[config.mk]
export PLATFORM = sky130hd
export DESIGN_NAME = spi_ready_slave
export DESIGN_NICKNAME = d
export VERILOG_FILES = /design/src/rtl/spi_ready_slave_pkg.sv /design/src/rtl/srs_sync.sv /design/src/rtl/srs_link_lock.sv /design/src/rtl/srs_shift.sv /design/src/rtl/srs_ready_pace.sv /design/src/rtl/spi_ready_slave.sv
export SDC_FILE = /design/constraint.sdc
export NUM_CORES = 1
export LEC_CHECK = 0
export ABC_AREA = 1
export ABC_CLOCK_PERIOD_IN_PS = 1650
export BUFFER_PORTS_ARGS = -buffer_cell sky130_fd_sc_hd__buf_2
export CAP_MARGIN = 10
export CORE_ASPECT_RATIO = 2
export CORE_UTILIZATION = 55
export DETAILED_ROUTE_END_ITERATION = 12
export PLACE_DENSITY = 0.83
export SLEW_MARGIN = 25
export SYNTH_ARGS = -nofsm -noshare
export SYNTH_HDL_FRONTEND = slang
export SYNTH_SLANG_ARGS = --single-unit
export TNS_END_PERCENT = 20
[constraint.sdc]
create_clock -name clk -period 1.65 [get_ports clk]
set_input_delay 0.33 -clock clk [delete_from_list [all_inputs] [get_ports clk]]
set_output_delay 0.33 -clock clk [all_outputs]
set_load 0.02 [all_outputs]
[src/rtl/spi_ready_slave_pkg.sv]
// Package: shared types for the ready-paced SPI slave.
package spi_ready_slave_pkg;

    // Which host interface has claimed the device since reset.
    typedef enum logic [1:0] {
        LINK_NONE = 2'd0,
        LINK_SPI  = 2'd1,
        LINK_UART = 2'd2
    } link_t;

endpackage

[src/rtl/srs_sync.sv]
// srs_sync: multi-bit, multi-stage synchroniser into the system clock.
// Assumes each bit is an independent slow signal, so bits are not kept
// coherent with each other. The reset value gives each bit its idle level.
module srs_sync #(
    parameter int              WIDTH     = 4,
    parameter int              STAGES    = 2,
    parameter logic [WIDTH-1:0] RESET_VAL = '0
) (
    input  logic             clk,
    input  logic             rst_n,
    input  logic [WIDTH-1:0] d,
    output logic [WIDTH-1:0] q
);

    logic [WIDTH-1:0] stage [STAGES];

    // Shift the pin values through the flop chain.
    always_ff @(posedge clk) begin
        if (!rst_n) begin
            for (int i = 0; i < STAGES; i++) stage[i] <= RESET_VAL;
        end else begin
            stage[0] <= d;
            for (int i = 1; i < STAGES; i++) stage[i] <= stage[i-1];
        end
    end

    assign q = stage[STAGES-1];

endmodule

[src/rtl/srs_link_lock.sv]
// srs_link_lock: claims the device for the first host interface that shows
// activity after reset. Assumes synchronised inputs. SPI wins a same-cycle tie.
module srs_link_lock
    import spi_ready_slave_pkg::*;
(
    input  logic clk,
    input  logic rst_n,
    input  logic spi_act,
    input  logic uart_act,
    output logic spi_en,
    output logic spi_sel,
    output logic uart_sel
);

    link_t link_q;

    // Latch the first claimant and hold it until reset.
    always_ff @(posedge clk) begin
        if (!rst_n) begin
            link_q <= LINK_NONE;
        end else if (link_q == LINK_NONE) begin
            if (spi_act)       link_q <= LINK_SPI;
            else if (uart_act) link_q <= LINK_UART;
        end
    end

    assign spi_en   = (link_q != LINK_UART);
    assign spi_sel  = (link_q == LINK_SPI);
    assign uart_sel = (link_q == LINK_UART);

endmodule

[src/rtl/srs_shift.sv]
// srs_shift: SPI byte engine. SCK idles high. MOSI is taken on the rising
// edge and MISO is advanced on the falling edge, MSB first. Assumes
// synchronised pins and a system clock at least 8x SCK. Raising select
// drops any partial byte.
module srs_shift #(
    parameter int DATA_W = 8
) (
    input  logic              clk,
    input  logic              rst_n,
    input  logic              en,
    input  logic              sck_s,
    input  logic              mosi_s,
    input  logic              ss_n_s,
    input  logic [DATA_W-1:0] tx_byte,
    input  logic              tx_load,
    output logic [DATA_W-1:0] rx_byte,
    output logic              rx_valid,
    output logic              miso,
    output logic              miso_oe
);

    localparam int CNT_W = (DATA_W > 2) ? $clog2(DATA_W) : 1;
    localparam logic [CNT_W-1:0] LAST = CNT_W'(DATA_W - 1);

    logic              sck_prev;
    logic              active, rise, fall;
    logic [CNT_W-1:0]  bit_cnt;
    logic [DATA_W-1:0] rx_sh;
    logic [DATA_W-1:0] tx_sh;
    logic [DATA_W-1:0] resp_q;
    logic              resp_full;
    logic              miso_q;
    logic [DATA_W-1:0] tx_src;

    assign active = en & ~ss_n_s;
    assign rise   = active &  sck_s & ~sck_prev;
    assign fall   = active & ~sck_s &  sck_prev;
    assign tx_src = resp_full ? resp_q : '0;

    // Remember the previous synchronised clock level for edge detection.
    always_ff @(posedge clk) begin
        if (!rst_n) sck_prev <= 1'b1;
        else        sck_prev <= sck_s;
    end

    // Count bits and assemble the received byte on rising edges.
    always_ff @(posedge clk) begin
        if (!rst_n) begin
            bit_cnt  <= '0;
            rx_sh    <= '0;
            rx_byte  <= '0;
            rx_valid <= 1'b0;
        end else begin
            rx_valid <= 1'b0;
            if (!active) begin
                bit_cnt <= '0;
            end else if (rise) begin
                if (bit_cnt == LAST) begin
                    bit_cnt  <= '0;
                    rx_byte  <= {rx_sh[DATA_W-2:0], mosi_s};
                    rx_valid <= 1'b1;
                end else begin
                    bit_cnt <= bit_cnt + 1'b1;
                    rx_sh   <= {rx_sh[DATA_W-2:0], mosi_s};
                end
            end
        end
    end

    // Hold the core's pending response until a byte's first falling edge.
    always_ff @(posedge clk) begin
        if (!rst_n) begin
            resp_q    <= '0;
            resp_full <= 1'b0;
        end else if (tx_load) begin
            resp_q    <= tx_byte;
            resp_full <= 1'b1;
        end else if (fall && bit_cnt == '0) begin
            resp_full <= 1'b0;
        end
    end

    // Drive the next response bit after each falling edge.
    always_ff @(posedge clk) begin
        if (!rst_n) begin
            tx_sh  <= '0;
            miso_q <= 1'b0;
        end else if (fall) begin
            if (bit_cnt == '0) begin
                miso_q <= tx_src[DATA_W-1];
                tx_sh  <= {tx_src[DATA_W-2:0], 1'b0};
            end else begin
                miso_q <= tx_sh[DATA_W-1];
                tx_sh  <= {tx_sh[DATA_W-2:0], 1'b0};
            end
        end
    end

    assign miso_oe = active;
    assign miso    = active & miso_q;

endmodule

[src/rtl/srs_ready_pace.sv]
// srs_ready_pace: drops the host ready line after every received byte and
// holds it low until the core reports it can accept another.
module srs_ready_pace (
    input  logic clk,
    input  logic rst_n,
    input  logic byte_done,
    input  logic core_ready,
    output logic ready
);

    logic busy_q;

    // Set busy on a completed byte and clear it on core acceptance.
    always_ff @(posedge clk) begin
        if (!rst_n)         busy_q <= 1'b0;
        else if (byte_done) busy_q <= 1'b1;
        else if (core_ready) busy_q <= 1'b0;
    end

    assign ready = ~busy_q;

endmodule

[src/rtl/spi_ready_slave.sv]
// spi_ready_slave: host-driven SPI slave with a ready pacing line and a
// first-come SPI/UART interface claim. Assumes clk >= 8x SCK. The UART
// receive line is only watched for the claim.
module spi_ready_slave #(
    parameter int DATA_W      = 8,
    parameter int SYNC_STAGES = 2
) (
    input  logic              clk,
    input  logic              rst_n,
    input  logic              sck,
    input  logic              mosi,
    input  logic              ss_n,
    input  logic              uart_rx,
    output logic              miso,
    output logic              miso_oe,
    output logic              ready,
    output logic [DATA_W-1:0] rx_byte,
    output logic              rx_valid,
    input  logic              core_ready,
    input  logic [DATA_W-1:0] tx_byte,
    input  logic              tx_load,
    output logic              spi_sel,
    output logic              uart_sel
);

    // Pin bundle order: {uart_rx, ss_n, mosi, sck}; idle levels 1,1,0,1.
    localparam int         PIN_W    = 4;
    localparam logic [3:0] PIN_IDLE = 4'b1101;

    logic [PIN_W-1:0] pins_s;
    logic             spi_en;

    srs_sync #(
        .WIDTH    (PIN_W),
        .STAGES   (SYNC_STAGES),
        .RESET_VAL(PIN_IDLE)
    ) u_sync (
        .clk  (clk),
        .rst_n(rst_n),
        .d    ({uart_rx, ss_n, mosi, sck}),
        .q    (pins_s)
    );

    srs_link_lock u_lock (
        .clk     (clk),
        .rst_n   (rst_n),
        .spi_act (~pins_s[2]),
        .uart_act(~pins_s[3]),
        .spi_en  (spi_en),
        .spi_sel (spi_sel),
        .uart_sel(uart_sel)
    );

    srs_shift #(
        .DATA_W(DATA_W)
    ) u_shift (
        .clk     (clk),
        .rst_n   (rst_n),
        .en      (spi_en),
        .sck_s   (pins_s[0]),
        .mosi_s  (pins_s[1]),
        .ss_n_s  (pins_s[2]),
        .tx_byte (tx_byte),
        .tx_load (tx_load),
        .rx_byte (rx_byte),
        .rx_valid(rx_valid),
        .miso    (miso),
        .miso_oe (miso_oe)
    );

    srs_ready_pace u_pace (
        .clk       (clk),
        .rst_n     (rst_n),
        .byte_done (rx_valid),
        .core_ready(core_ready),
        .ready     (ready)
    );

endmodule

Word level (Yosys, flattened, before mapping)
Memory sizes are Yosys's and may differ from the RTL's.
Index checks and enable logic that the tools add are counted.

storage, ports and cells
  register bits after elaboration = 41
  RAM bits = 8
  output and inout port bits = 14
  logic and storage cells = 56
  memories = 1

operators by class
  add/subtract/negate cells = 1
  equality and inequality tests = 5
  mux-type cells = 15
  bitwise gates (word level) = 13
  reduce and logical (&&, ||, !) cells = 10

memories
  name          depth  width  read ports  clocked after memory_dff  write ports  RTL line        text
  u_sync.stage  2      4      2           0                         2            srs_sync.sv:15  logic [WIDTH-1:0] stage [STAGES];

operator list
  operator               count
  $mux W8                2
  $reduce_and A3 Y1      3
  $mux W1                8
  $mux W4                2
  $and A1 B1 Y1          6
  $not A1 Y1             5
  $mux W2                2
  $ne A2 B2 Y1 const B   2
  $reduce_and A2 Y1      2
  $reduce_bool A2 Y1     2
  $add A3 B1 Y3 const B  1
  $eq A3 B3 Y1 const B   1
  $logic_not A3 Y1       1
  $mux W3                1
  $eq A2 B1 Y1 const B   1
  $eq A2 B2 Y1 const B   1
  $logic_not A2 Y1       1
  $or A1 B1 Y1           2
  $logic_and A1 B1 Y1    1

Depth between registers and ports, before layout
Gate-level depths: netlist of run 1.

  depth in word-level cells = 7
  mapped depth = 9

Modules after synthesis
From an unflattened synthesis of run 1, not the netlist that was laid out.

second synthesis, totals
  cell total of the unflattened synthesis = 312
  area, all modules = 2113.3 µm²

by module, submodules not included
  module           times used  cells an instance  area an instance (µm²)
  srs_shift        1           262                1716.6
  srs_sync         1           29                 255.2
  srs_link_lock    1           12                 86.3
  srs_ready_pace   1           7                  47.5
  spi_ready_slave  1           2                  7.5

Least setup slack after synthesis of run 1
OpenSTA, ideal clock, no wires.

  path kind = reg2reg
  from = register u_shift.bit_cnt[0]
  to = register u_shift.rx_byte[0]
  setup time = 113 ps
  data arrival time = 1195 ps
  required time = 1537 ps
  setup slack = 342 ps
  cell stages (with the launch flop) = 8
  buffers on the path = 1
  clock period less this slack = 1308 ps
  cells stage by stage = dfxtp_1 > ha_1 > ha_1 > buf_2 > inv_2 > nor2_8 > nor2_1 > nor2_1

between the ends
  word-level cells in the longest chain between the ends = 2

RTL lines
  item                                RTL line         text
  start, declared                     srs_shift.sv:27  logic [CNT_W-1:0] bit_cnt;
  start signal, assigned              srs_shift.sv:63  bit_cnt <= bit_cnt + 1'b1;
  $eq A3 B3 Y1                        srs_shift.sv:58  if (bit_cnt == LAST) begin
  $reduce_and A3 Y1 (no source line)  --
  end signal, assigned                srs_shift.sv:60  rx_byte <= {rx_sh[DATA_W-2:0], mosi_s};
  end, declared                       srs_shift.sv:16  output logic [DATA_W-1:0] rx_byte,

Every way passes these cells.
A chain may end at the register's enable or synchronous reset.

Final worst setup path of run 1
  from = register u_lock.link_q[0]
  to = output miso

between the ends
  word-level cells in the longest chain between the ends = 3

RTL lines
  item                    RTL line               text
  start, declared         srs_link_lock.sv:15    link_t link_q;
  start signal, assigned  srs_link_lock.sv:20    link_q <= LINK_NONE;
  start signal, assigned  srs_link_lock.sv:22    if (spi_act) link_q <= LINK_SPI;
  start signal, assigned  srs_link_lock.sv:23    else if (uart_act) link_q <= LINK_UART;
  $ne A2 B2 Y1            srs_link_lock.sv:27    assign spi_en = (link_q != LINK_UART);
  $and A1 B1 Y1           srs_shift.sv:35        assign active = en & ~ss_n_s;
  $and A1 B1 Y1           srs_shift.sv:100       assign miso = active & miso_q;
  end, declared           spi_ready_slave.sv:14  output logic miso,

Every way passes these cells.

==> results of run 1 <==
worst max-delay path, cell delays in order, from the launching register on:
cell,delay (ns)
dfxtp_1,0.36
inv_2,0.07
nand2_1,0.09
nand2_2,0.11
nor2_2,0.11
buf_2,0.17
power by group through the flow:
stage	clock, mW	combinational [mW]	sequential (mW)
floorplan	0	0.0923	1.23
CTS	0.754	0.123	1.21
global placement	0	0.118	1.23
global route	0.797	0.141	1.21
finish	0.731	0.122	1.21
detailed placement	0	0.122	1.23
cell usage after synthesis:
cell type | count | area (sq um)
nor2_1 | 74 | 278
dfxtp_1 | 48 | 961
nand2_1 | 36 | 135
inv_1 | 24 | 90.1
nand3_1 | 23 | 115
o21ai_0 | 17 | 85.1
or2_2 | 6 | 37.5
inv_2 | 5 | 18.8
buf_2 | 4 | 20.0
a21oi_1 | 3 | 15.0
ha_1 | 3 | 37.5
nor3_1 | 3 | 15.0
buf_4 | 2 | 15.0
buf_6 | 2 | 22.5
clkbuf_1 | 2 | 7.51
nand2_2 | 2 | 12.5
nand2_4 | 2 | 22.5
nor2_4 | 2 | 22.5
nor2_8 | 2 | 40.0
a211oi_1 | 1 | 7.51
a21oi_4 | 1 | 16.3
clkinv_1 | 1 | 3.75
nor2_2 | 1 | 6.26
o21a_1 | 1 | 7.51
worst paths after layout:
check                                           to  slack, ns  depth (start not counted)
worst max-delay path                          miso       0.13                          5
worst min-delay path            u_sync.stage[0][2]       0.21                          2
worst max register to register    u_shift.tx_sh[3]       0.28                          8
worst min register to register  u_sync.stage[0][6]       0.42                          1
state kept, by name, indices dropped and copies added, names as in the netlist:
register,cells
u_shift.bit_cnt,3
u_shift.resp_full,1
u_shift.rx_sh,7
u_shift.tx_sh,7
u_shift.sck_prev,1
u_shift.rx_byte,8
u_sync.stage,8
u_shift.miso_q,1
u_lock.link_q,2
u_shift.rx_valid,1
u_pace.busy_q,1
u_shift.resp_q,8
cells by family after synthesis:
logic type,synth area share (%)
flops,48.2
compound gates,6.60
simple gates,34.4
buf+inv,8.92
fa+ha+maj,1.88
layer usage:
metal | GRT usage, % | up-vias
li1 | - | 866
met1 | 17.7 | 725
met2 | 39.6 | 32
met3 | 4.77 | 9
met4 | 13.8 | 0
met5 | 0 | -
final cells by class:
class                           count  area [sq um]  area share (%)
Tap cell                           48          60.1            2.67
Sequential cell                    48           961            42.7
Inverter                           30           113            5.00
Timing Repair Buffer               31           160            7.12
Multi-Input combinational cell    177           861            38.2
Clock buffer                        7          96.3            4.28
stage by stage:
stage / instance area, sq um / cells / setup slack [ns] / hold WS (ns) / total power, mW
after floorplan: 1990 / 265 / 0.342 / 0.390 / 1.32
after global placement: 2150 / 334 / 0.118 / 0.394 / 1.35
after detailed placement: 2150 / 334 / 0.0611 / 0.398 / 1.36
after CTS: 2240 / 341 / 0.0408 / 0.204 / 2.08
after global routing: 2250 / 341 / 0.0324 / 0.203 / 2.15
final: 2250 / 341 / 0.126 / 0.213 / 2.06
==> impl_metrics.csv, run 1 <==
group,metric,value,unit
final_layout,final_common_cell,"nor2_1",
die,die-area,3880,sq um
global_routing,grt_first_pass_wirelength,6020,um
detailed_routing,firstDrtPassIters,4,
sta,fin_crit,1.52,ns
clock_tree,insertion_delay,0.30,ns
yosys,synth_fp_nets,284,
detailed_routing,wl_per_cell,9.76,um
pwr,clock_power_share,35.5,%
worst_setup_path,r2r_start,"u_shift.bit_cnt[0]",
die,die_h,87.1,um
detailed_routing,top_layer,"met4",
detailed_routing,drtIter0Drc,18,
worst_setup_path,crit_type,"flop to primary output",
final_layout,final_cell_mix,"nor2_1, dfxtp_1, nand2_1",
global_routing,track_usage,20.8,%
pwr,intPower,1.61,mW
die,core_area,3420,sq um
place,dp.final_hpwl,2380,um
yosys,syn_inst,265,
outcome,status,"completed",
place,finalWeightedCongestion,0.764,
clock_tree,htreeDepth,2,
clock_tree,cts_sinks,48,
global_routing,grt_pass1_vias,1557,
detailed_routing,vias,1632,
die,initial_core_util,58.3,%
clock_tree,cts_hold_buf,0,
die,rows,30,
global_routing,antenna_found_initial,0,
worst_setup_path,setup.worst_path.start,"u_lock.link_q[0]",
place,portBuffers,29,
worst_setup_path,worst_setup_path_end_kind,"primary output",
pwr,switching_share,21.8,%
yosys,yosysUniqueCellTypes,24,
clock_tree,cts_resized,0,
global_routing,gr-total-overflow,0,
worst_setup_path,path_max_fanout,4,
clock_tree,cts.clk_slew.worst_paths,0.08,ns
sta,final_max_slew_viol_count,0,
die,dieWidth,44.6,um
detailed_routing,wl_met3,105,um
detailed_routing,drt-met1-wl,1290,um
clock_tree,root_buffer,"clkbuf_8",
yosys,ys_ff_latch,48,
clock_tree,clockBufferDepth,2,
final_layout,antenna-diode-count,0,
pwr,p_per_area,916,nW/um^2
detailed_routing,drt_wl_total,3330,um
final_layout,syn2layout_area_growth,13.0,%
worst_setup_path,crit_required,1.32,ns
yosys,synthesis.area,1990,sq um
pwr,vdd_drop_max,734,uV
pwr,p_leak,1.08,nW
hold_path,worst_hold_startpoint,"ss_n",
final_layout,nNetsFinal,312,
flow_run,cap_violations,0,
clock_tree,tritoncts.num_buffers,5,
pwr,power_switching,450,uW
worst_setup_path,crit_arrival,1.19,ns
sta,final.period_utilization,92.3,%
final_layout,final_layout_size_suffix_gt1_share,21.2,%
sta,setup_viol,0,
detailed_routing,vias_per_cell,4.79,
sta,relSlewSlack,69.2,%
sta,rsz0062_at_grt,"no",
global_routing,grt_max_degree,35,
yosys,seq_area_frac_synth,48.2,%
sta,totalNegativeSetupSlack,0,ns
yosys,synth.avg_cell_area,7.52,sq um
detailed_routing,drc,0,
die,ios,30,
pwr,comb_power_share,5.9,%
detailed_routing,postRouteAntennaNets,0,
worst_setup_path,startpoint_type,"flop",
sta,worstMarginPinSlew,0.462,ns
sta,fmax,656,MHz
detailed_routing,met2_length,1840,um
final_layout,final_util,65.9,%
sta,fin_skew,0.00342,ns
yosys,synth_warnings,0,
hold_path,hold_class,"input port to flop",
pwr,power_frac_seq,58.6,%
clock_tree,cts_tree,"yes",
sta,hold_viol,0,
final_layout,fill_cells,323,
clock_tree,cts_setup_buffers,0,
(Power assumes the default switching activity.)
==> run 2: changes to the inputs <==
ABC_AREA = unset   (was 1)
PLACE_DENSITY = 0.78   (was 0.83)
==> run 2 against run 1 <==
  * The flow now finishes with violations (DRC)
  * Sequential power about the same
  * Fmax decreased by 2.4%
  * Via count decreased by 15%
  * Setup slack got worse by 0.037 ns
  * Worst hold slack improved by 0.0035 ns
  * Die area decreased by 4.2%
  * Final area decreased by 2.7%
  * Highest routed layer unchanged
==> impl_metrics.csv, run 2 <==
group,metric,value,unit
outcome,status,"complete, but fails checks",
worst_setup_path,r2r_end,"u_shift.rx_sh[2]",
place,dp.final_hpwl,2610,um
die,ios,30,
clock_tree,htreeDepth,2,
clock_tree,cts.clk_slew.worst_paths,0.09,ns
yosys,muxShareOfSynthArea,13.7,%
clock_tree,clockBufferDepth,2,
sta,totalNegativeSetupSlack,0,ns
clock_tree,cts_sinks,48,
yosys,yosysUniqueCellTypes,28,
pwr,vdd_drop_max,966,uV
yosys,synthArstFlopShare,0,%
clock_tree,tritoncts.num_buffers,5,
final_layout,antenna-diode-count,0,
yosys,syn_inst,183,
worst_setup_path,r2r_cells,5,
die,dieWidth,43.6,um
worst_setup_path,crit_arrival,1.77,ns
global_routing,grt_first_pass_wirelength,6090,um
sta,holdWs,0.216,ns
final_layout,final_layout_size_suffix_gt1_share,22.8,%
place,portBuffers,29,
yosys,synth.most_common_cell,"dfxtp_1",
yosys,synth-edff-count,0,
worst_setup_path,crit_type,"flop to flop",
global_routing,grt_max_degree,34,
sta,fin_skew,0.00490,ns
yosys,seq_area_frac_synth,50.4,%
pwr,p_per_area,974,nW/um^2
clock_tree,root_buffer,"clkbuf_8",
detailed_routing,drt_wl_total,3590,um
sta,hold_viol,0,
global_routing,antenna_found_initial,0,
yosys,yosysTopAreaCell,"dfxtp_1",
yosys,ys.flop_type,"dfxtp_1",
die,die_h,85.2,um
worst_setup_path,endpoint,"u_shift.rx_sh[2]",
yosys,synth.area.top_cells,"dfxtp_1, mux2i_1, and4b_1",
die,initial_core_util,59.0,%
detailed_routing,postRouteAntennaNets,0,
yosys,synth_top_family_by_area,"simple AND/OR/NAND/NOR gates",
detailed_routing,vias_per_cell,5.64,
yosys,synthesis.area,1910,sq um
sta,worstMarginPinSlew,0.434,ns
yosys,synthTopCellsByCount,"dfxtp_1, mux2i_1, nand2_1",
yosys,synth_warnings,0,
final_layout,nNetsFinal,233,
yosys,synth-simple-area-share,21.7,%
outcome,violations,"DRC",
worst_setup_path,r2r_start,"u_shift.bit_cnt[0]",
detailed_routing,vias,1388,
place,dp_cells,236,
final_layout,final_cells,246,
yosys,synth-xor-area-share,0,%
global_routing,grt_pass1_vias,1429,
die,core_area,3230,sq um
final_layout,final_cell_mix,"dfxtp_1, buf_2, mux2i_1",
yosys,synth_compound_area_share,8.73,%
final_layout,final_common_cell,"dfxtp_1",
worst_setup_path,r2r_slack,0.09,ns
final_layout,reg_top3,"u_shift.resp_q: 8 flops, u_shift.rx_byte: 8 flops, u_sync.stage: 8 flops",
clock_tree,cts_tree,"yes",
worst_setup_path,startpoint_type,"flop",
flow_run,cap_violations,0,
place,finalWeightedCongestion,0.869,
pwr,p_leak,0.893,nW
detailed_routing,drtIter0Drc,16,
sta,fin_crit,1.56,ns
worst_setup_path,setup.worst_path.start,"u_shift.bit_cnt[0]",
global_routing,track_usage,21.5,%
die,rows,29,
yosys,ys_ff_latch,48,
detailed_routing,firstDrtPassIters,8,
die,die-area,3720,sq um
yosys,synth_fa_ha_area_share,1.97,%
final_layout,syn2layout_area_growth,15.0,%
worst_setup_path,path_max_fanout,7,
pwr,p_total,2.13,mW
sta,final.period_utilization,94.6,%
clock_tree,insertion_delay,0.29,ns
detailed_routing,wl_per_cell,14.6,um
sta,setup_viol,0,
yosys,synth_fp_nets,202,
worst_setup_path,crit_required,1.86,ns
worst_setup_path,worst_setup_path_end_kind,"flop",
sta,relSlewSlack,70.7,%
yosys,synth.avg_cell_area,10.4,sq um
sta,rsz0062_at_grt,"no",
sta,final_max_slew_viol_count,0,
sta,fmax,641,MHz
global_routing,gr-total-overflow,0,
hold_path,hold_class,"input port to flop",
yosys,synth_top_area_share,50.4,%
detailed_routing,drc,1,
[run 2: final cells by class]
type                       count  area, sq um
clock buffer                   5         68.8
inverter                       3         11.3
fill                         256         1040
clock inverter                 3         42.5
multi-input combinational    121          877
timing repair buffer          35          190
tap                           31         38.8
sequential                    48          962
[run 2: metrics by stage]
step                utilization (%)  area, sq um  worst slack, ns
floorplan                         -         1910           0.0556
global placement               63.9         2060            0.229
detailed placement             63.9         2060            0.119
CTS                            67.8         2190           0.0812
global route                   67.8         2190          0.00462
finish                         67.8         2190           0.0896
[run 2: cells by family (layout without fill, tap and decap cells)]
group | Yosys count | count (layout)
simple gates | 65 | 65
flops | 48 | 48
compound gates | 27 | 27
mux | 26 | 26
buf+inv | 14 | 46
fa+ha+maj | 3 | 3
[run 2: where the power goes]
part	switching, mW	total (mW)	internal (mW)
Combinational	0.0589	0.112	0.0529
Sequential	0.0199	1.20	1.18
Clock	0.370	0.818	0.448
Total	0.449	2.13	1.68
[run 2: metal layers]
| layer | part of all wire [%] | GRT usage (%) |
|---|---|---|
| met1 | 37 | 22.0 |
| met2 | 58 | 39.5 |
| met3 | 2.0 | 3.19 |
| met4 | 2.8 | 11.4 |
| met5 | 0 | 0 |
[run 2: worst min-delay path by stage]
stage	from	end	slack, ns	depth (start not counted)
CTS	ss_n	u_sync.stage[0][2]	0.21	2
finish	ss_n	u_sync.stage[0][2]	0.22	2
global route	ss_n	u_sync.stage[0][2]	0.20	2
floorplan	u_sync.stage[0][0]	u_sync.stage[0][4]	0.39	1
detailed placement	u_sync.stage[0][0]	u_sync.stage[0][4]	0.40	1
global placement	u_sync.stage[0][3]	u_sync.stage[0][7]	0.39	1
[run 2: what timing repair did]
action	in CTS	in global routing
endpoints found under the setup margin	1	0
buffers inserted	2	0
endpoints found under the hold margin	0	0
gates resized for setup	1	0
hold buffers	0	0
[run 2: worst max-delay path: stages (launching register included)]
cell,delay [ns]
dfxtp_1,0.35
ha_1,0.21
ha_1,0.23
nor4_4,0.26
buf_4,0.22
mux2i_1,0.23
==> run 3: changes to the inputs <==
ABC_CLOCK_PERIOD_IN_PS = 1600   (was 1650)
clock period = 1.6 ns   (was 1.65 ns; I/O delays follow)
==> run 3 against run 2 <==
  * Highest routed layer unchanged
  * Utilization rose by 0.54 points
  * Sequential cell count stayed put
  * Global-route usage down 0.82 points
  * Sequential power up 3%
  * Sequential share of layout area shrank 0.24 points
  * Via count grew 0.14%
  * Wire length rose by 3.0%
  * Non-clock buffer count increased by 2
  * Clock power down 8.3%
  * Final area rose by 0.80%
  * Power decreased by 1.2%
  * The run still ends with DRC left
  * Worst hold slack got worse by 0.0033 ns
==> impl_metrics.csv, run 3 (synthesized netlist as in run 2, its figures left out) <==
group,metric,value,unit
final_layout,reg_top3,"u_shift.resp_q: 8 flops, u_shift.rx_byte: 8 flops, u_sync.stage: 8 flops",
die,die-area,3720,sq um
sta,totalNegativeSetupSlack,0,ns
detailed_routing,vias,1390,
sta,rsz0062_at_grt,"no",
worst_setup_path,worst_setup_path_end_kind,"primary output",
place,portBuffers,29,
final_layout,final_cell_mix,"dfxtp_1, buf_2, mux2i_1",
detailed_routing,vias_per_cell,5.63,
global_routing,gr-total-overflow,0,
place,dp.final_hpwl,2610,um
clock_tree,cts_sinks,48,
place,finalWeightedCongestion,0.857,
worst_setup_path,crit_path_max_incr_delay,0.52,ns
clock_tree,clockBufferDepth,2,
hold_path,hold_class,"input port to flop",
detailed_routing,wl_met3,92,um
detailed_routing,drt_wl_total,3700,um
sta,fmax,651,MHz
final_layout,fill_cells,249,
sta,final_max_slew_viol_count,0,
clock_tree,insertion_delay,0.29,ns
detailed_routing,wl_per_cell,15.0,um
detailed_routing,drtIter0Drc,21,
final_layout,syn2layout_area_growth,15.9,%
hold_path,holdPathStages,2,
sta,worstMarginPinSlew,0.501,ns
sta,fin_crit,1.54,ns
clock_tree,htreeDepth,2,
worst_setup_path,r2r_cells,5,
clock_tree,cts.clk_slew.worst_paths,0.08,ns
clock_tree,cts_tree,"yes",
detailed_routing,postRouteAntennaNets,0,
detailed_routing,top_layer,"met4",
sta,setup_viol,0,
sta,relSlewSlack,66.2,%
final_layout,nNetsFinal,235,
worst_setup_path,critPathSlowestCell,"dfxtp_2",
worst_setup_path,crit_family,"flip-flops",
worst_setup_path,cp_cell_sequence,"nor2_1, and2_1, buf_2",
worst_setup_path,path_max_fanout,15,
global_routing,grt_max_degree,25,
clock_tree,root_buffer,"clkbuf_8",
global_routing,grt_first_pass_wirelength,5850,um
die,initial_core_util,59.0,%
detailed_routing,drt-met1-wl,1370,um
worst_setup_path,crit_cells,3,
final_layout,final_common_cell,"dfxtp_1",
die,rows,29,
worst_setup_path,crit_arrival,1.22,ns
detailed_routing,met2_length,2080,um
die,dieWidth,43.6,um
worst_setup_path,crit_required,1.28,ns
final_layout,final_layout_size_suffix_gt1_share,24.5,%
die,ios,30,
global_routing,grt_pass1_vias,1402,
outcome,status,"complete, but fails checks",
global_routing,antenna_found_initial,0,
die,core_area,3230,sq um
detailed_routing,drc,1,
final_layout,antenna-diode-count,0,
pwr,vdd_drop_max,839,uV
clock_tree,tritoncts.num_buffers,5,
flow_run,cap_violations,0,
worst_setup_path,crit_type,"flop to primary output",
sta,fin_skew,0.00716,ns
sta,hold_viol,0,
pwr,p_per_area,954,nW/um^2
die,die_h,85.2,um
detailed_routing,firstDrtPassIters,8,
sta,final.period_utilization,96.0,%
global_routing,track_usage,20.7,%
pwr,p_total,2.11,mW
worst_setup_path,startpoint_type,"flop",
worst_setup_path,critPathBufInv,1,
outcome,violations,"DRC",
pwr,p_leak,0.899,nW
run 3: through the flow:
stage	cells	util [%]	instance area, sq um	worst slack, ns	hold WS [ns]
6_report	247	68.4	2210	0.0637	0.213
2_1_floorplan	183	-	1910	0.0156	0.386
5_1_grt	247	68.4	2210	0.00973	0.207
3_5_place_dp	237	64.1	2070	0.0471	0.397
4_1_cts	246	67.6	2180	0.0190	0.211
3_3_place_gp	237	64.1	2070	0.180	0.389
run 3: area by class of cell:
type | instances | area (sq um) | share of cell area, %
Sequential cell | 48 | 965 | 43.7
Multi-Input combinational cell | 121 | 888 | 40.2
Timing Repair Buffer | 37 | 209 | 9.46
Clock buffer | 7 | 96.3 | 4.36
Tap cell | 31 | 38.8 | 1.76
Inverter | 3 | 11.3 | 0.510
run 3: what timing repair did:
| action | 4_1_cts | 5_1_grt |
|---|---|---|
| pin swaps | 0 | 0 |
| buffers inserted | 2 | 0 |
| cloned | 0 | 1 |
| gates resized for setup | 1 | 8 |
| endpoints found under the setup margin | 2 | 15 |
| hold buffers | 0 | 0 |
run 3: worst paths after layout:
path                           start            endpoint  slack (ns)
setup / recovery  u_sync.stage[0][6]                miso        0.06
hold / removal                   sck  u_sync.stage[0][0]        0.21
setup reg to reg  u_shift.bit_cnt[0]    u_shift.rx_sh[3]        0.09
hold reg to reg   u_sync.stage[0][0]  u_sync.stage[0][4]        0.41
run 3: metal layers:
metal / GRT usage [%] / vias up
met1: 19.8 / 649
met5: 0 / -
met4: 12.5 / 0
li1: - / 701
met2: 38.5 / 28
met3: 3.19 / 12
run 3: report_power, final:
group / internal [mW] / total [mW] / leakage, nW / switching (mW)
Sequential: 1.22 / 1.24 / 0.391 / 0.0201
Clock: 0.385 / 0.750 / 0.0503 / 0.365
Combinational: 0.0564 / 0.117 / 0.458 / 0.0604
Total: 1.66 / 2.11 / 0.899 / 0.446
